<file path="src/rtl/nmos_alu_pkg.sv">
package nmos_alu_pkg;

   typedef enum logic [3:0] {
      OP_LOAD = 4'd0,
      OP_AND  = 4'd1,
      OP_ORA  = 4'd2,
      OP_EOR  = 4'd3,
      OP_ADC  = 4'd4,
      OP_SBC  = 4'd5,
      OP_CMP  = 4'd6,
      OP_CPX  = 4'd7,
      OP_BIT  = 4'd8,
      OP_ASL  = 4'd9,
      OP_LSR  = 4'd10,
      OP_ROL  = 4'd11,
      OP_ROR  = 4'd12,
      OP_AXS  = 4'd13,
      OP_RSV0 = 4'd14,
      OP_RSV1 = 4'd15
   } alu_op_e;

   typedef enum logic [1:0] {
      DST_NONE = 2'd0,
      DST_ACC  = 2'd1,
      DST_XR   = 2'd2,
      DST_OPND = 2'd3
   } alu_dst_e;

   localparam int SB_C = 0;
   localparam int SB_Z = 1;
   localparam int SB_U = 5;
   localparam int SB_V = 6;
   localparam int SB_N = 7;
   localparam logic [7:0] STATUS_RST = 8'h20;

endpackage

</file>
<file path="src/rtl/nmos_alu_adder.sv">
module nmos_alu_adder #(
   parameter int W = 8
) (
   input  logic [W-1:0] a,
   input  logic [W-1:0] b,
   input  logic         sub,
   input  logic         cin,
   output logic [W-1:0] sum,
   output logic         cout,
   output logic         ovf
);
   logic [W-1:0] b_eff;
   logic [W:0]   full;

   // subtraction uses the ones' complement of b; carry-out is then "no borrow"
   assign b_eff = sub ? ~b : b;
   assign full  = {1'b0, a} + {1'b0, b_eff} + {{W{1'b0}}, cin};
   assign sum   = full[W-1:0];
   assign cout  = full[W];
   assign ovf   = ~(a[W-1] ^ b_eff[W-1]) & (a[W-1] ^ full[W-1]);
endmodule

</file>
<file path="src/rtl/nmos_alu_shifter.sv">
module nmos_alu_shifter #(
   parameter int W = 8
) (
   input  logic [W-1:0] val,
   input  logic         left,
   input  logic         rotate,
   input  logic         cin,
   output logic [W-1:0] out,
   output logic         cout
);
   logic fill;
   assign fill = rotate & cin;

   always_comb begin
      if (left) begin
         out  = {val[W-2:0], fill};
         cout = val[W-1];
      end else begin
         out  = {fill, val[W-1:1]};
         cout = val[0];
      end
   end
endmodule

</file>
<file path="src/rtl/nmos_branch_calc.sv">
module nmos_branch_calc #(
   parameter int ADDR_W = 16,
   parameter int DISP_W = 8,
   parameter int PAGE_W = 8
) (
   input  logic              taken,
   input  logic [ADDR_W-1:0] pc,
   input  logic [DISP_W-1:0] disp,
   output logic [ADDR_W-1:0] next_pc,
   output logic [1:0]        penalty
);
   localparam int EXT_W = ADDR_W - DISP_W;

   logic [ADDR_W-1:0] target;
   logic              crossed;

   assign target  = pc + {{EXT_W{disp[DISP_W-1]}}, disp};
   assign crossed = target[ADDR_W-1:PAGE_W] != pc[ADDR_W-1:PAGE_W];
   assign next_pc = taken ? target : pc;
   assign penalty = !taken ? 2'd0 : (crossed ? 2'd2 : 2'd1);
endmodule

</file>
<file path="src/rtl/nmos_alu_core.sv">
module nmos_alu_core
   import nmos_alu_pkg::*;
#(
   parameter int DATA_W = 8
) (
   input  alu_op_e           op,
   input  logic [DATA_W-1:0] acc,
   input  logic [DATA_W-1:0] xr,
   input  logic [DATA_W-1:0] opnd,
   input  logic [7:0]        st_in,
   output logic [DATA_W-1:0] res,
   output alu_dst_e          dst,
   output logic [7:0]        st_out
);
   localparam int MSB = DATA_W - 1;

   logic [DATA_W-1:0] add_a, add_sum, sh_out;
   logic              add_sub, add_cin, add_cout, add_ovf;
   logic              sh_left, sh_rot, sh_cout;
   logic              f_n, f_v, f_z, f_c, upd_nz;
   logic              unused_bit5;

   assign unused_bit5 = st_in[SB_U];

   always_comb begin
      add_a   = acc;
      add_sub = 1'b0;
      add_cin = st_in[SB_C];
      unique case (op)
         OP_SBC:  add_sub = 1'b1;
         OP_CMP:  begin add_sub = 1'b1; add_cin = 1'b1; end
         OP_CPX:  begin add_sub = 1'b1; add_cin = 1'b1; add_a = xr; end
         OP_AXS:  begin add_sub = 1'b1; add_cin = 1'b1; add_a = acc & xr; end
         default: ;
      endcase
   end

   nmos_alu_adder #(.W(DATA_W)) u_adder (
      .a(add_a), .b(opnd), .sub(add_sub), .cin(add_cin),
      .sum(add_sum), .cout(add_cout), .ovf(add_ovf)
   );

   assign sh_left = (op == OP_ASL) || (op == OP_ROL);
   assign sh_rot  = (op == OP_ROL) || (op == OP_ROR);

   nmos_alu_shifter #(.W(DATA_W)) u_shift (
      .val(opnd), .left(sh_left), .rotate(sh_rot), .cin(st_in[SB_C]),
      .out(sh_out), .cout(sh_cout)
   );

   always_comb begin
      res    = opnd;
      dst    = DST_NONE;
      upd_nz = 1'b0;
      f_n    = st_in[SB_N];
      f_v    = st_in[SB_V];
      f_z    = st_in[SB_Z];
      f_c    = st_in[SB_C];
      unique case (op)
         OP_LOAD: begin res = opnd;        dst = DST_ACC; upd_nz = 1'b1; end
         OP_AND:  begin res = acc & opnd;  dst = DST_ACC; upd_nz = 1'b1; end
         OP_ORA:  begin res = acc | opnd;  dst = DST_ACC; upd_nz = 1'b1; end
         OP_EOR:  begin res = acc ^ opnd;  dst = DST_ACC; upd_nz = 1'b1; end
         OP_ADC, OP_SBC: begin
            res = add_sum; dst = DST_ACC; upd_nz = 1'b1;
            f_v = add_ovf; f_c = add_cout;
         end
         OP_CMP, OP_CPX: begin
            res = add_sum; upd_nz = 1'b1; f_c = add_cout;
         end
         OP_AXS: begin
            res = add_sum; dst = DST_XR; upd_nz = 1'b1; f_c = add_cout;
         end
         OP_BIT: begin
            res = acc & opnd;
            f_z = (acc & opnd) == '0;
            f_n = opnd[MSB];
            f_v = opnd[MSB-1];
         end
         OP_ASL, OP_LSR, OP_ROL, OP_ROR: begin
            res = sh_out; dst = DST_OPND; upd_nz = 1'b1; f_c = sh_cout;
         end
         default: ;
      endcase
      if (upd_nz) begin
         f_z = res == '0;
         f_n = res[MSB];
      end
      st_out = {f_n, f_v, 1'b1, st_in[4:2], f_z, f_c};
   end
endmodule

</file>
<file path="src/rtl/nmos_alu_flags.sv">
module nmos_alu_flags
   import nmos_alu_pkg::*;
#(
   parameter int DATA_W  = 8,
   parameter int ADDR_W  = 16,
   parameter int PAGE_W  = 8,
   parameter bit REG_OUT = 1'b1
) (
   input  logic              clk,
   input  logic              rst_n,
   input  logic              op_valid,
   input  logic [3:0]        op_code,
   input  logic [DATA_W-1:0] acc,
   input  logic [DATA_W-1:0] xreg,
   input  logic [DATA_W-1:0] operand,
   input  logic [7:0]        status_in,
   input  logic              br_taken,
   input  logic [ADDR_W-1:0] br_pc,
   input  logic [DATA_W-1:0] br_disp,
   output logic              out_valid,
   output logic [DATA_W-1:0] result,
   output logic [1:0]        dest,
   output logic [7:0]        status_out,
   output logic [ADDR_W-1:0] br_next,
   output logic [1:0]        br_penalty
);
   if (DATA_W < 2) begin : g_bad_data_w
      $error("DATA_W must be at least 2");
   end
   if (ADDR_W <= DATA_W) begin : g_bad_addr_w
      $error("ADDR_W must exceed DATA_W");
   end
   if (PAGE_W < 1 || PAGE_W >= ADDR_W) begin : g_bad_page_w
      $error("PAGE_W must lie in 1..ADDR_W-1");
   end

   alu_op_e           op_e;
   alu_dst_e          dst_c;
   logic [DATA_W-1:0] res_c;
   logic [7:0]        st_c;
   logic [ADDR_W-1:0] next_c;
   logic [1:0]        pen_c;

   assign op_e = alu_op_e'(op_code);

   nmos_alu_core #(.DATA_W(DATA_W)) u_core (
      .op(op_e), .acc(acc), .xr(xreg), .opnd(operand), .st_in(status_in),
      .res(res_c), .dst(dst_c), .st_out(st_c)
   );

   nmos_branch_calc #(.ADDR_W(ADDR_W), .DISP_W(DATA_W), .PAGE_W(PAGE_W)) u_branch (
      .taken(br_taken), .pc(br_pc), .disp(br_disp),
      .next_pc(next_c), .penalty(pen_c)
   );

   if (REG_OUT) begin : g_reg
      always_ff @(posedge clk or negedge rst_n) begin
         if (!rst_n) begin
            out_valid  <= 1'b0;
            result     <= '0;
            dest       <= DST_NONE;
            status_out <= STATUS_RST;
            br_next    <= '0;
            br_penalty <= 2'd0;
         end else begin
            out_valid <= op_valid;
            if (op_valid) begin
               result     <= res_c;
               dest       <= dst_c;
               status_out <= st_c;
               br_next    <= next_c;
               br_penalty <= pen_c;
            end
         end
      end

      p_u_bit_r8: assert property (@(posedge clk) disable iff (!rst_n)
         status_out[SB_U]);
      p_bit_nv_r4: assert property (@(posedge clk) disable iff (!rst_n)
         op_valid && op_code == OP_BIT |=>
            status_out[SB_N] == $past(operand[DATA_W-1]) &&
            status_out[SB_V] == $past(operand[DATA_W-2]));
      p_logic_vc_r5: assert property (@(posedge clk) disable iff (!rst_n)
         op_valid && op_code inside {OP_LOAD, OP_AND, OP_ORA, OP_EOR} |=>
            status_out[SB_V] == $past(status_in[SB_V]) &&
            status_out[SB_C] == $past(status_in[SB_C]));
      p_cmp_nowr_r3: assert property (@(posedge clk) disable iff (!rst_n)
         op_valid && op_code inside {OP_CMP, OP_CPX} |=> dest == DST_NONE);
      p_nt_free_r9: assert property (@(posedge clk) disable iff (!rst_n)
         op_valid && !br_taken |=> br_penalty == 2'd0 && br_next == $past(br_pc));
      p_pen_max_r9: assert property (@(posedge clk) disable iff (!rst_n)
         br_penalty != 2'd3);
      p_hold_r10: assert property (@(posedge clk) disable iff (!rst_n)
         !op_valid |=> $stable(result) && $stable(status_out) && !out_valid);
   end else begin : g_comb
      logic unused_clk;
      assign unused_clk = clk ^ rst_n;
      assign out_valid  = op_valid;
      assign result     = res_c;
      assign dest       = dst_c;
      assign status_out = st_c;
      assign br_next    = next_c;
      assign br_penalty = pen_c;
   end
endmodule

</file>
<file path="config.mk">
export PLATFORM = sky130hd
export DESIGN_NAME = nmos_alu_flags
export DESIGN_NICKNAME = d
export VERILOG_FILES = /design/src/rtl/nmos_alu_pkg.sv /design/src/rtl/nmos_alu_adder.sv /design/src/rtl/nmos_alu_shifter.sv /design/src/rtl/nmos_branch_calc.sv /design/src/rtl/nmos_alu_core.sv /design/src/rtl/nmos_alu_flags.sv
export SDC_FILE = /design/constraint.sdc
export NUM_CORES = 1
export LEC_CHECK = 0
export ABC_AREA = 1
export BUFFER_PORTS_ARGS = -buffer_cell sky130_fd_sc_hd__buf_2
export CELL_PAD_IN_SITES_DETAIL_PLACEMENT = 2
export CELL_PAD_IN_SITES_GLOBAL_PLACEMENT = 2
export CORE_AREA = 2 2 125 127
export CTS_BUF_LIST = sky130_fd_sc_hd__clkbuf_16
export CTS_CLUSTER_DIAMETER = 100
export DETAILED_ROUTE_END_ITERATION = 8
export DIE_AREA = 0 0 127 129
export HOLD_SLACK_MARGIN = 0.05
export PLACE_DENSITY_LB_ADDON = 0.1
export SLEW_MARGIN = 20
export SYNTH_ARGS = -nofsm -noshare
export SYNTH_HDL_FRONTEND = slang
export SYNTH_SLANG_ARGS = --single-unit
</file>
<file path="constraint.sdc">
create_clock -name clk -period 0.8 [get_ports clk]
set_input_delay 0.04 -clock clk [delete_from_list [all_inputs] [get_ports clk]]
set_output_delay 0.04 -clock clk [all_outputs]
set_load 0.03 [all_outputs]
</file>
==> flow_summary.rst, run 1 <==
.. list-table::
   :header-rows: 1

   * - Metric
     - Value
   * - Run status
     - did not finish
   * - Last flow stage reached
     - global routing (5_1_grt)
   * - Error msg
     - [ERROR DPL-0033] detailed placement checks failed during check placement.
   * - Synth Net Count
     - 783
   * - Placed cell area
     - 0.00631 sq mm
   * - Number of buffer cells added on primary ports
     - 98
   * - Maximum number of pins on one net before global-route repair
     - 42
   * - Std cell rows
     - 45
   * - Netlist area before placement
     - 0.00413 sq mm
   * - DIE WIDTH
     - between 100 and 150 um
   * - Number of sinks on the clock net
     - 36
   * - Number of flip-flops and latches in the synthesized netlist
     - 36
   * - Detail Placement HPWL
     - 17.0 mm
   * - Post-synthesis area per instance
     - 6.09 sq um
   * - Endpoint with the least setup slack after the last global-route repair
     - status_out[1]$_DFFE_PN0P_/D
   * - # IOs
     - a little over 100
   * - Num CTS Buffers
     - 5
   * - Count of synthesis-stage warnings from yosys
     - 0
   * - Instance count of the mapped netlist
     - 678
   * - Antenna violations before repair
     - 1
   * - Chip Height
     - 129 um
   * - Kind of the worst endpoint
     - sequential cell input
   * - Post-synth cell types
     - 40
   * - Instance count after placement with tap cells included
     - 1095
   * - Clk buf depth
     - 2
   * - H-tree depth reported by CTS
     - 2
   * - Starting Density
     - 0.276
   * - Routability congestion estimate from global placement
     - a little under 0.9
   * - Buffer cell driving the clock tree root
     - clkbuf_16
   * - Sequential element share of the synthesized area
     - 0.218
==> cells by family after synthesis <==
logic type | count (synthesis) | synth area share
other | 1 | 0.000908
adder cells (fa/ha/maj) | 41 | 0.130
buffers and inverters | 117 | 0.112
flip-flops | 36 | 0.218
AND/OR/NAND/NOR | 387 | 0.400
XOR/XNOR | 15 | 0.0318
AO/OA/AOI/OAI | 81 | 0.107
==> cells in the mapped netlist, drive strengths merged <==
master / number / share of area
o2111ai: 1 / 0.0021
xnor2: 5 / 0.011
nand4: 10 / 0.015
fa: 3 / 0.015
xor2: 10 / 0.021
clkinv: 3 / 0.0042
o21ai: 34 / 0.042
dfrtp: 36 / 0.22
and2: 2 / 0.0030
inv: 101 / 0.092
nand2: 253 / 0.24
a221oi: 1 / 0.0021
nor2: 56 / 0.056
or2: 1 / 0.0015
a21oi: 34 / 0.041
buf: 4 / 0.0082
o22ai: 2 / 0.0045
clkbuf: 9 / 0.0082
conb: 1 / 0.00091
nand3: 50 / 0.062
nor3: 6 / 0.0085
nand3b: 7 / 0.013
ha: 38 / 0.12
nor4: 2 / 0.0030
a31oi: 4 / 0.0061
o211ai: 5 / 0.0091
==> metrics by stage <==
| step | setup slack, ps | hold WS [ps] |
|---|---|---|
| after CTS | -1380 | 70.8 |
| after detailed placement | -1930 | -125 |
| after global placement | -1730 | -134 |
| after floorplan | -1390 | -256 |
==> what timing repair did <==
action / in CTS
gates resized for setup: 276
endpoints found under the hold margin: 41
endpoints found under the setup margin: 67
hold buffers: 6
setup buffers: 36
pin swaps: 102
gates cloned: 1
==> inputs of run 2 (changes only) <==
--- a/config.mk
+++ b/config.mk
@@ -7,15 +7,10 @@
 export LEC_CHECK = 0
 export ABC_AREA = 1
 export BUFFER_PORTS_ARGS = -buffer_cell sky130_fd_sc_hd__buf_2
-export CELL_PAD_IN_SITES_DETAIL_PLACEMENT = 2
-export CELL_PAD_IN_SITES_GLOBAL_PLACEMENT = 2
-export CORE_AREA = 2 2 125 127
-export CTS_BUF_LIST = sky130_fd_sc_hd__clkbuf_16
-export CTS_CLUSTER_DIAMETER = 100
+export CORE_AREA = 2 2 121 123
 export DETAILED_ROUTE_END_ITERATION = 8
-export DIE_AREA = 0 0 127 129
-export HOLD_SLACK_MARGIN = 0.05
-export PLACE_DENSITY_LB_ADDON = 0.1
+export DIE_AREA = 0 0 123 125
+export PLACE_DENSITY_LB_ADDON = 0.15
 export SLEW_MARGIN = 20
 export SYNTH_ARGS = -nofsm -noshare
 export SYNTH_HDL_FRONTEND = slang
==> flow_summary.rst, run 2 <==
.. list-table::
   :header-rows: 1

   * - Metric
     - Value
   * - Run status
     - finished with violations (was did not finish)
   * - Violated checks
     - negative setup slack
   * - Async set or reset register ratio after synthesis
     - 1.00 (unchanged)
   * - Critical path's most frequent cell
     - nor2_4
   * - Drt initial violations
     - 213
   * - Routability congestion estimate from global placement
     - 0.882 (was 0.866)
   * - Leakage power total
     - 4.16 nW
   * - Cell family with most CP delay
     - simple AND/OR/NAND/NOR gates
   * - Most used standard cell by instance count after synthesis
     - nand2_1 (unchanged)
   * - Floorplan die area
     - 0.0154 sq mm
   * - Fin worst setup slack
     - -1330 ps
   * - # IOs
     - 101 (unchanged)
   * - Top area cells in the synthesized netlist
     - nand2_1 22%, dfrtp_1 22%, ha_1 12% (unchanged)
   * - Slowest cell on the critical path
     - ha_1
   * - Most common cell after layout, fill and taps aside
     - nand2_1
   * - Cell taking the most area after synthesis
     - nand2_1 (unchanged)
   * - Starting Density
     - 0.291 (was 0.276)
   * - H-tree depth reported by CTS
     - 2 (unchanged)
   * - CP Class
     - in2reg
   * - Post-synthesis area per instance
     - 6.09 sq um (unchanged)
   * - Detail Placement HPWL
     - 12.3 mm (was 17.0 mm)
   * - Chip Height
     - 125 um (was 129 um)
   * - Final net count
     - roughly 1100
   * - Routed vias/inst
     - 4.71
   * - Fmax
     - 469 MHz
   * - Worst IR Drop VDD
     - 708 uV
   * - Reported max-cap violation count
     - 0
   * - Fraction of final layout cells with drive strength greater than 1
     - 0.526
   * - Count of synthesis-stage warnings from yosys
     - 0 (unchanged)
   * - PD cells
     - 1340 mW/mm^2
   * - Number of sinks on the clock net
     - 36 (unchanged)
   * - Final critical-path required period
     - 2130 ps
   * - Worst min path class
     - in2reg
   * - Number of flip-flops and latches in the synthesized netlist
     - 36 (unchanged)
   * - Insertion delay to the later sink of the worst-skew pair
     - 290 ps
   * - Count of endpoints failing hold in the final timing report
     - 0
   * - Remaining antenna violation count after routing
     - 0
   * - Registers with the most flip-flops
     - br_next: 16 flops, result: 8 flops, status_out: 7 flops
   * - Final Instance Area
     - around 0.008 sq mm
   * - Total overflow reported by the global router
     - 0
   * - Core region area
     - 0.0142 sq mm
   * - EDFF count, synth
     - 0 (unchanged)
   * - Clock tree skew after final layout
     - 0 ps
   * - Unrepaired setup endpoints after global routing
     - yes
   * - Capturing element type of the critical path
     - flip-flop
   * - Final critical-path share of the clock period
     - 2.66
   * - Count of vias placed by the detailed router
     - 5363
   * - Maximum number of pins on one net before global-route repair
     - 37
   * - Num CTS Buffers
     - 5 (unchanged)
   * - Crit path DAT
     - 2350 ps
   * - Number of flip-flops under the largest register name
     - 16
   * - Required time of the worst setup path
     - 1020 ps
   * - Sequential element share of the synthesized area
     - 0.218 (unchanged)
   * - Post-synth cell types
     - 40 (unchanged)
   * - CTS tree
     - done
   * - Length of the first detailed-routing pass in iterations
     - 5
   * - Clock transition at path regs
     - 60 ps
   * - Aggregate negative setup slack
     - -23540 ps
   * - Antenna fix cells
     - 0
   * - Critical-path maximum fanout
     - 6
   * - Antenna violations before repair
     - 0
   * - Predominant post-synthesis flop cell
     - dfrtp_1 (unchanged)
   * - CP Launch Type
     - input port
   * - Register with the highest flop count
     - br_next
   * - DIE WIDTH
     - 123 um (was 127 um)
   * - Gr usage total
     - 0.214
   * - Count of filler cells inserted in the layout
     - 1323
   * - Buffer cell driving the clock tree root
     - clkbuf_16 (unchanged)
   * - Final-report max-slew violation count
     - 0
   * - DRC
     - 0
   * - Worst Path Buf+Inv
     - 6
   * - Number of buffer cells added on primary ports
     - 98 (unchanged)
   * - Wire length of the first global-routing pass
     - 26.1 mm
   * - Most numerous cell types in the synthesized netlist
     - 244 x nand2_1, 99 x inv_1, 49 x nand3_1, 49 x nor2_1, 38 x ha_1 (unchanged)
   * - Netlist area before placement
     - 0.00413 sq mm (unchanged)
   * - Placed cell area
     - 0.00624 sq mm (was 0.00631 sq mm)
   * - Layout overhead on the synthesized area
     - 94.2%
   * - Std cell rows
     - 44 (was 45)
   * - Instance count of the mapped netlist
     - 678 (unchanged)
   * - Vias in the first global route
     - between 5000 and 6000
   * - Clk buf depth
     - 2 (unchanged)
   * - Routed WL per cell
     - 14.4 um
   * - Cell-by-cell listing of the critical path
     - buf_12 -> inv_12 -> nor2_4 -> clkinv_4 -> nor2_4 -> nor2_4 -> buf_6 -> nor2_4 -> a21oi_2 -> ha_1 -> buf_4 -> buf_4 -> nand3b_1 -> nand3_2 -> nand3b_1 -> nand2_2 -> nand2_1 -> nor2_1 -> nand3_1 -> a21oi_2
   * - Total Routed Length
     - between 15 and 20 mm
   * - Setup violation total in the final timing report
     - 67
   * - Leading cell types in the layout, fill and taps excluded
     - 181 x nand2_1, 142 x buf_4, 79 x inv_1, 75 x buf_6
   * - Worst path max stage delay
     - about 340 ps
   * - Synth Net Count
     - 783 (unchanged)
   * - Fraction of synthesized cell area taken by the top area cell type
     - 0.222 (unchanged)
## run 2: final cells by class
| class | count | area [sq um] | share of cell area |
|---|---|---|---|
| Clock buffer | 7 | 153 | 0.0190 |
| Sequential cell | 36 | 901 | 0.112 |
| Multi-Input combinational cell | 526 | 3880 | 0.484 |
| Inverter | 104 | 422 | 0.0526 |
| Timing Repair Buffer | 281 | 2440 | 0.304 |
| Tap cell | 184 | 230 | 0.0287 |
## run 2: path summary, 6_finish.rpt
check | from | endpoint | slack (ps) | cells after the start
max | op_code[2] | status_out[1] | -1330 | 20
max in group asynchronous | rst_n | br_next[0] | 330 | 3
min reg2reg | status_out[3] | status_out[3] | 500 | 2
min | br_pc[15] | br_next[15] | 20 | 3
max reg2reg | br_next[2] | br_next[2] | 10 | 3
min in group asynchronous | rst_n | br_next[4] | 230 | 3
## run 2: report_power, final
| part | internal, mW | switching [mW] |
|---|---|---|
| clock | 1.31 | 0.811 |
| sequential | 2.07 | 0.195 |
| combinational | 3.12 | 3.26 |
## run 2: kinds of logic after synthesis
family,synth area share
AOI/OAI and AO/OA,0.107
xor gates and xnor gates,0.0318
adders and majority gates,0.130
and+or+nand+nor,0.400
DFF,0.218
buffers and inverters,0.112
other,0.000908
## run 2: what timing repair did
action | 4_1_cts | 5_1_grt
endpoints found under the setup margin | 67 | 68
resized for setup | 226 | 115
endpoints found under the hold margin | 39 | 0
setup buffers | 41 | 17
pin swaps | 98 | 103
cloned | 1 | 0
hold buffers | 4 | 0
## run 2: per-stage QoR
stage	setup WS, ps	utilization	std cells	total power, mW	hold slack [ps]
3_5_place_dp	-1870	0.440	1084	6.84	27.5
3_3_place_gp	-1730	0.440	1084	6.76	25.3
6_report	-1330	0.565	1138	10.8	21.8
4_1_cts	-1340	0.530	1128	10.2	11.9
2_1_floorplan	-1390	-	678	4.85	-256
5_1_grt	-1490	0.565	1138	11.5	19.2
## run 2: worst reg2reg max path, stage by stage, from the launching register on
cell	delay, ps
dfrtp_1	390
buf_4	140
nor2_1	90
a21oi_1	60
## run 2: per-layer routing
metal  vias to the layer above  GRT usage  routed length (um)
li1                       2691          -                   -
met4                         0     0.0735                 366
met2                       125      0.418                9110
met3                        24     0.0228                 575
met1                      2523      0.233                6350
met5                         -          0                   0
Power figures use the tool's default switching activity.
==> inputs of run 3 (changes only) <==
--- a/config.mk
+++ b/config.mk
@@ -7,11 +7,12 @@
 export LEC_CHECK = 0
 export ABC_AREA = 1
 export BUFFER_PORTS_ARGS = -buffer_cell sky130_fd_sc_hd__buf_2
-export CORE_AREA = 2 2 121 123
+export CORE_AREA = 2 2 127 129
 export DETAILED_ROUTE_END_ITERATION = 8
-export DIE_AREA = 0 0 123 125
+export DIE_AREA = 0 0 129 131
 export PLACE_DENSITY_LB_ADDON = 0.15
 export SLEW_MARGIN = 20
 export SYNTH_ARGS = -nofsm -noshare
 export SYNTH_HDL_FRONTEND = slang
+export SYNTH_HIERARCHICAL = 1
 export SYNTH_SLANG_ARGS = --single-unit
==> flow_summary.rst, run 3 <==
.. list-table::
   :header-rows: 1

   * - Metric
     - Value
   * - Run status
     - finished with violations (unchanged)
   * - Violated checks
     - negative setup slack (unchanged)
   * - Cell taking the most area after synthesis
     - nand2_1 (unchanged)
   * - Detail Placement HPWL
     - 12.1 mm (was 12.3 mm)
   * - Post-route worst hold slack
     - 74.4 ps (was 21.8 ps)
   * - Routed WL per cell
     - 12.4 um (was 14.4 um)
   * - Clock transition at path regs
     - 60 ps (about the same)
   * - Leakage power total
     - 4.60 nW (was 4.16 nW)
   * - Number of flip-flops and latches in the synthesized netlist
     - 37 (was 36)
   * - Flop-to-flop setup slack
     - 40 ps (was 10 ps)
   * - Predominant post-synthesis flop cell
     - dfrtp_1 (unchanged)
   * - Length of the first detailed-routing pass in iterations
     - 4 (was 5)
   * - Clk buf depth
     - 2 (unchanged)
   * - Leading cell types in the layout, fill and taps excluded
     - 246 x nand2_1, 164 x buf_4, 80 x buf_6, 78 x inv_1, 76 x nand2_2 (was 181 x nand2_1, 142 x buf_4, 79 x inv_1, 75 x buf_6)
   * - Gr usage total
     - 0.180 (was 0.214)
   * - Capturing element type of the critical path
     - flip-flop (unchanged)
   * - Core region area
     - 0.0156 sq mm (was 0.0142 sq mm)
   * - Count of endpoints failing hold in the final timing report
     - 0 (unchanged)
   * - Required time of the worst setup path
     - 1020 ps (about the same)
   * - DRC
     - 0 (unchanged)
   * - Sequential element share of the synthesized area
     - 0.203 (was 0.218)
   * - Chip Height
     - 131 um (was 125 um)
   * - Most numerous cell types in the synthesized netlist
     - 321 x nand2_1, 101 x inv_1, 48 x nand3_1 (was 244 x nand2_1, 99 x inv_1, 49 x nand3_1, 49 x nor2_1, 38 x ha_1)
   * - Most common cell after layout, fill and taps aside
     - nand2_1 (unchanged)
   * - Post-synthesis area per instance
     - 6.03 sq um (was 6.09 sq um)
   * - Registers with the most flip-flops
     - br_next: 16 flops, result: 8 flops, status_out: 8 flops (was br_next: 16 flops, result: 8 flops, status_out: 7 flops)
   * - Routed vias/inst
     - 4.33 (was 4.71)
   * - Floorplan die area
     - 0.0169 sq mm (was 0.0154 sq mm)
   * - Buffer cell driving the clock tree root
     - clkbuf_16 (unchanged)
   * - Fmax
     - 445 MHz (was 469 MHz)
   * - Maximum number of pins on one net before global-route repair
     - 37 (unchanged)
   * - Routability congestion estimate from global placement
     - 0.868 (was 0.882)
   * - Count of filler cells inserted in the layout
     - 1491 (was 1323)
   * - Register with the highest flop count
     - br_next (unchanged)
   * - Fraction of synthesized cell area taken by the top area cell type
     - 0.263 (was 0.222)
   * - Final critical-path required period
     - 2250 ps (was 2130 ps)
   * - Vias in the first global route
     - 5152 (was 5616)
   * - Async set or reset register ratio after synthesis
     - 1.00 (unchanged)
   * - Number of flip-flops under the largest register name
     - 16 (unchanged)
   * - Remaining antenna violation count after routing
     - 0 (unchanged)
   * - Final net count
     - 1156 (was 1059)
   * - DIE WIDTH
     - 129 um (was 123 um)
   * - Worst min path class
     - in2reg (unchanged)
   * - Synth Net Count
     - 863 (was 783)
   * - Post-synth cell types
     - 36 (was 40)
   * - Layout overhead on the synthesized area
     - 86.0% (was 94.2%)
   * - Netlist area before placement
     - 0.00457 sq mm (was 0.00413 sq mm)
   * - Number of buffer cells added on primary ports
     - 99 (was 98)
   * - PD cells
     - 1350 mW/mm^2 (was 1340 mW/mm^2)
   * - Antenna violations before repair
     - 0 (unchanged)
   * - Insertion delay to the later sink of the worst-skew pair
     - 280 ps (was 290 ps)
   * - Setup violation total in the final timing report
     - 67 (unchanged)
   * - Placement Setup Slack
     - -1840 ps (was -1870 ps)
   * - Total Routed Length
     - 15.7 mm (was 16.4 mm)
   * - Starting Density
     - 0.293 (was 0.291)
   * - Count of synthesis-stage warnings from yosys
     - 6 (was 0)
   * - EDFF count, synth
     - 0 (unchanged)
   * - Instance count of the mapped netlist
     - 758 (was 678)
   * - CTS tree
     - done (unchanged)
   * - Antenna fix cells
     - 0 (unchanged)
   * - CP Class
     - in2reg (unchanged)
   * - Worst IR Drop VDD
     - 919 uV (was 708 uV)
   * - Number of sinks on the clock net
     - 37 (was 36)
   * - Crit path DAT
     - 2470 ps (was 2350 ps)
   * - Count of vias placed by the detailed router
     - 5485 (was 5363)
   * - Num CTS Buffers
     - 5 (unchanged)
   * - Final critical-path share of the clock period
     - 2.81 (was 2.66)
   * - CP Launch Type
     - input port (unchanged)
   * - Fin worst setup slack
     - -1450 ps (was -1330 ps)
   * - Total overflow reported by the global router
     - 0 (unchanged)
   * - Top area cells in the synthesized netlist
     - nand2_1 26%, dfrtp_1 20%, ha_1 10% (was nand2_1 22%, dfrtp_1 22%, ha_1 12%)
   * - Reported max-cap violation count
     - 0 (unchanged)
   * - Unrepaired setup endpoints after global routing
     - yes (unchanged)
   * - Critical-path maximum fanout
     - 4 (was 6)
   * - Fraction of final layout cells with drive strength greater than 1
     - 0.529 (was 0.526)
   * - Std cell rows
     - 46 (was 44)
   * - Drt initial violations
     - 210 (was 213)
   * - # IOs
     - 101 (unchanged)
   * - H-tree depth reported by CTS
     - 2 (unchanged)
   * - Clock tree skew after final layout
     - 0 ps (unchanged)
   * - Final-report max-slew violation count
     - 0 (unchanged)
   * - Most used standard cell by instance count after synthesis
     - nand2_1 (unchanged)
   * - Wire length of the first global-routing pass
     - 24.5 mm (was 26.1 mm)
==> run 3: cell types whose count changed after synthesis, moves of 4 or more <==
| cell | before | now |
|---|---|---|
| nor3_1 | 5 | 1 |
| buf_4 | 1 | 11 |
| a21oi_1 | 34 | 26 |
| buf_6 | 2 | 6 |
| nor2_1 | 49 | 43 |
| o21ai_0 | 32 | 16 |
| clkbuf_1 | 9 | 3 |
| nand2_1 | 244 | 321 |
| a31oi_1 | 4 | 0 |
| nand2_2 | 7 | 30 |
==> run 3: logic make-up (layout without fill, tap and decap cells) <==
family	Yosys count	in the layout	synth area share
adders and majority gates	41	41	0.117
and+or+nand+nor	480	480	0.449
other	1	1	0.000820
AOI/OAI and AO/OA	50	50	0.0618
DFF	37	37	0.203
buffers and inverters	130	424	0.132
xor gates and xnor gates	19	19	0.0364
==> run 3: worst paths after layout <==
path / endpoint / from / depth (start not counted)
setup / recovery: status_out[1] / op_code[3] / 24
hold / removal: status_out[5] / op_valid / 3
setup reg to reg: result[0] / result[0] / 3
hold reg to reg: status_out[5] / status_out[5] / 2
max in group asynchronous: out_valid / rst_n / 3
min in group asynchronous: status_out[4] / rst_n / 2
==> run 3: cell type report <==
class                      instances  area, sq um  share of cell area
multi-input combinational        591         4080               0.479
timing repair buffer             309         2640               0.310
sequential                        37          927               0.109
inverter                         107          427              0.0501
tap                              216          270              0.0318
clock buffer                       5          125              0.0147
clock inverter                     3         46.3             0.00544
==> run 3: through the flow <==
step	instance area, sq um	TNS (ps)	total power, mW	utilization	std cells
2_1_floorplan	4960	-21500	5.33	-	758
3_3_place_gp	6750	-35110	7.42	0.433	1208
3_5_place_dp	6750	-35510	7.44	0.433	1208
4_1_cts	8030	-25280	10.9	0.515	1252
5_1_grt	8510	-29520	12.2	0.545	1268
6_report	8510	-25790	11.5	0.545	1268
==> run 3: routing by layer <==
metal / part of all wire / GRT usage
met1: 0.46 / 0.232
met2: 0.50 / 0.330
met3: 0.031 / 0.0175
met4: 0.010 / 0.0320
met5: 0 / 0
==> run 3: critical path: stages <==
cell     delay [ps]
buf_8           110
nand2_4          80
inv_4            40
nand2_4          90
a21oi_4          60
a21oi_2         120
inv_2            50
fa_2            390
fa_2            410
o21ai_2         140
nand2_1          80
nand3_1          70
nand2_1          50
nand2_1          70
nand3_2          80
nor2_4          100
nand2_2          60
nor2_1           80
nand2_1          50
nor2_1           90
nand2_1          50
nand2_1          50
nand2_1          50
nand2_1          50
==> run 3: what timing repair did <==
action                                 in CTS  in global routing
setup endpoints to repair                  68                 68
gates resized for setup                   236                100
hold buffers                                4                  0
endpoints found under the hold margin      40                  0
setup buffers                              42                 27
pin swaps                                 149                115
==> run 3: power breakdown <==
group	internal, mW	switching, mW	total [mW]
Sequential	2.13	0.220	2.35
Combinational	3.39	3.47	6.85
Clock	1.47	0.778	2.25
==> inputs of run 4 (changes only) <==
--- a/config.mk
+++ b/config.mk
@@ -11,8 +11,10 @@
 export DETAILED_ROUTE_END_ITERATION = 8
 export DIE_AREA = 0 0 129 131
 export PLACE_DENSITY_LB_ADDON = 0.15
+export REMOVE_ABC_BUFFERS = 1
 export SLEW_MARGIN = 20
 export SYNTH_ARGS = -nofsm -noshare
 export SYNTH_HDL_FRONTEND = slang
 export SYNTH_HIERARCHICAL = 1
 export SYNTH_SLANG_ARGS = --single-unit
+export TNS_END_PERCENT = 100
==> flow_summary.rst, run 4 (synthesis results as in run 3) <==
.. list-table::
   :header-rows: 1

   * - Metric
     - Value
   * - Final Core Density
     - 0.545 (about the same)
   * - Crit path DAT
     - 2540 ps (was 2470 ps)
   * - Run status
     - finished with violations (unchanged)
   * - Worst IR Drop VDD
     - 937 uV (was 919 uV)
   * - Routed vias/inst
     - 4.37 (was 4.33)
   * - Clock tree skew after final layout
     - 0 ps (unchanged)
   * - Length of the first detailed-routing pass in iterations
     - 4 (unchanged)
   * - Starting Density
     - 0.293 (unchanged)
   * - Power Total
     - 11.3 mW (was 11.5 mW)
   * - Antenna violations before repair
     - 0 (unchanged)
   * - Worst min path class
     - in2reg (unchanged)
   * - Std cell rows
     - 46 (unchanged)
   * - Remaining antenna violation count after routing
     - 0 (unchanged)
   * - Antenna fix cells
     - 0 (unchanged)
   * - # IOs
     - 101 (unchanged)
   * - Buffer cell driving the clock tree root
     - clkbuf_16 (unchanged)
   * - Required time of the worst setup path
     - 970 ps (was 1020 ps)
   * - Final critical-path required period
     - 2370 ps (was 2250 ps)
   * - Reported max-cap violation count
     - 0 (unchanged)
   * - Number of flip-flops under the largest register name
     - 16 (unchanged)
   * - Flop-to-flop setup slack
     - 50 ps (was 40 ps)
   * - Count of endpoints failing hold in the final timing report
     - 0 (unchanged)
   * - Fin worst setup slack
     - -1570 ps (was -1450 ps)
   * - Final-report max-slew violation count
     - 0 (unchanged)
   * - Clock transition at path regs
     - 60 ps (about the same)
   * - Core region area
     - 0.0156 sq mm (unchanged)
   * - Internal
     - 6.97 mW (was 6.99 mW)
   * - Drt initial violations
     - 249 (was 210)
   * - Detail Placement HPWL
     - 12.3 mm (was 12.1 mm)
   * - CP Launch Type
     - input port (unchanged)
   * - Number of sinks on the clock net
     - 37 (unchanged)
   * - Fmax
     - 423 MHz (was 445 MHz)
   * - Violated checks
     - negative setup slack (unchanged)
   * - Fraction of final layout cells with drive strength greater than 1
     - 0.511 (was 0.529)
   * - Post-route worst hold slack
     - 68.4 ps (was 74.4 ps)
   * - Vias in the first global route
     - 5312 (was 5152)
   * - PD cells
     - 1330 mW/mm^2 (was 1350 mW/mm^2)
   * - Relative contribution of combinational cells to total power
     - 0.589 (was 0.598)
   * - Final critical-path share of the clock period
     - 2.96 (was 2.81)
   * - Gr usage total
     - 0.190 (was 0.180)
   * - Register with the highest flop count
     - br_next (unchanged)
   * - Routability congestion estimate from global placement
     - 0.872 (was 0.868)
   * - Area used by sequential logic in the layout
     - 927 sq um (unchanged)
   * - Most common cell after layout, fill and taps aside
     - nand2_1 (unchanged)
   * - Aggregate negative setup slack
     - -26090 ps (was -25790 ps)
   * - Total overflow reported by the global router
     - 0 (unchanged)
   * - Setup violation total in the final timing report
     - 68 (was 67)
   * - Clk pwr share
     - 0.204 (was 0.197)
   * - Sequential share of power
     - 0.207 (was 0.205)
   * - DIE WIDTH
     - 129 um (unchanged)
   * - Unrepaired setup endpoints after global routing
     - yes (unchanged)
   * - Total Routed Length
     - 16.3 mm (was 15.7 mm)
   * - Floorplan die area
     - 0.0169 sq mm (unchanged)
   * - H-tree depth reported by CTS
     - 2 (unchanged)
   * - CTS tree
     - done (unchanged)
   * - DRC
     - 0 (unchanged)
   * - Area of combinational cells with multiple inputs
     - 0.00402 sq mm (was 0.00408 sq mm)
   * - Switching power share of the total
     - 0.383 (was 0.390)
   * - Count of filler cells inserted in the layout
     - 1467 (was 1491)
   * - Maximum number of pins on one net before global-route repair
     - 37 (unchanged)
   * - CP Class
     - in2reg (unchanged)
   * - Final net count
     - 1160 (was 1156)
   * - Wire length of the first global-routing pass
     - 25.6 mm (was 24.5 mm)
   * - Number of buffer cells added on primary ports
     - 99 (unchanged)
   * - Routed WL per cell
     - 12.8 um (was 12.4 um)
   * - Leakage power total
     - 4.64 nW (was 4.60 nW)
   * - Num CTS Buffers
     - 5 (unchanged)
   * - Capturing element type of the critical path
     - flip-flop (unchanged)
   * - Clk buf depth
     - 2 (unchanged)
   * - Registers with the most flip-flops
     - br_next: 16 flops, result: 8 flops, status_out: 8 flops (unchanged)
   * - Critical-path maximum fanout
     - 3 (was 4)
   * - Count of vias placed by the detailed router
     - 5564 (was 5485)
   * - Insertion delay to the later sink of the worst-skew pair
     - 280 ps (about the same)
   * - Chip Height
     - 131 um (unchanged)
   * - Net switching power
     - 4.32 mW (was 4.46 mW)
   * - Leading cell types in the layout, fill and taps excluded
     - 255 x nand2_1, 162 x buf_4, 88 x buf_6, 84 x inv_1, 66 x nand2_2 (was 246 x nand2_1, 164 x buf_4, 80 x buf_6, 78 x inv_1, 76 x nand2_2)
   * - Layout overhead on the synthesized area
     - 85.9% (was 86.0%)
## run 4: cell types whose count changed in the layout (fill, tap and decap cells not counted), moves of 4 or more
cell     before  now
buf_6        80   88
nor2_1       26   30
buf_12        8    4
nand2_2      76   66
inv_1        78   84
nand2_1     246  255
## run 4: final cells by class
| class | count | share of cell area |
|---|---|---|
| clock inverter | 2 | 0.00441 |
| tap | 216 | 0.0318 |
| multi-input combinational | 591 | 0.472 |
| clock buffer | 6 | 0.0163 |
| timing repair buffer | 313 | 0.317 |
| sequential | 37 | 0.109 |
| inverter | 107 | 0.0493 |
## run 4: stage by stage
step | cells | setup WS (ps) | area, sq um
after floorplan | 735 | -1970 | 4380
after global placement | 1204 | -1960 | 6340
after detailed placement | 1204 | -2060 | 6340
after CTS | 1266 | -1490 | 8060
after global routing | 1272 | -1740 | 8510
final | 1272 | -1570 | 8510
## run 4: metal layers
metal	vias to the layer above	track usage	wire length (um)	share of wire
met5	-	0	0	0
met4	0	0.0352	119	0.0073
met3	10	0.0232	805	0.049
met2	128	0.338	8020	0.49
met1	2496	0.249	7370	0.45
li1	2930	-	-	-
## run 4: final timing paths
| check | from | end | cells past startpoint |
|---|---|---|---|
| worst max-delay path | op_code[3] | result[2] | 22 |
| worst min-delay path | br_pc[0] | br_next[0] | 5 |
| worst max register to register | br_next[12] | br_next[12] | 3 |
| worst min register to register | status_out[5] | status_out[5] | 2 |
| max in group asynchronous | rst_n | status_out[5] | 3 |
| min in group asynchronous | rst_n | status_out[2] | 2 |
## run 4: repair_timing
item                                    4_1_cts  5_1_grt
resized for setup                           297       99
endpoints found under the setup margin       68       68
pin swaps                                   135       92
hold buffers                                  4        0
gates cloned                                  1        0
buffers inserted                             66       22
endpoints found under the hold margin        39        0
## run 4: power groups by stage
stage / clock [mW] / combinational, mW / sequential, mW
finish: 2.31 / 6.65 / 2.34
global route: 2.44 / 7.23 / 2.37
CTS: 2.36 / 6.17 / 2.34
detailed placement: 0 / 4.70 / 2.32
global placement: 0 / 4.68 / 2.32
floorplan: 0 / 2.10 / 2.82
## run 4: critical path: stages
cell and delay [ps]:
buf_8 80, inv_4 30, nand2_4 60, inv_2 40
buf_6 110, nand2_4 60, nand2_4 80, xnor2_4 130
fa_2 390, fa_2 360, buf_4 140, buf_6 100
buf_6 110, xnor2_2 120, nand2_1 80, nand4_1 100
nor2_2 150, buf_4 120, buf_4 80, inv_1 30
nand2_1 60, nand2_1 40
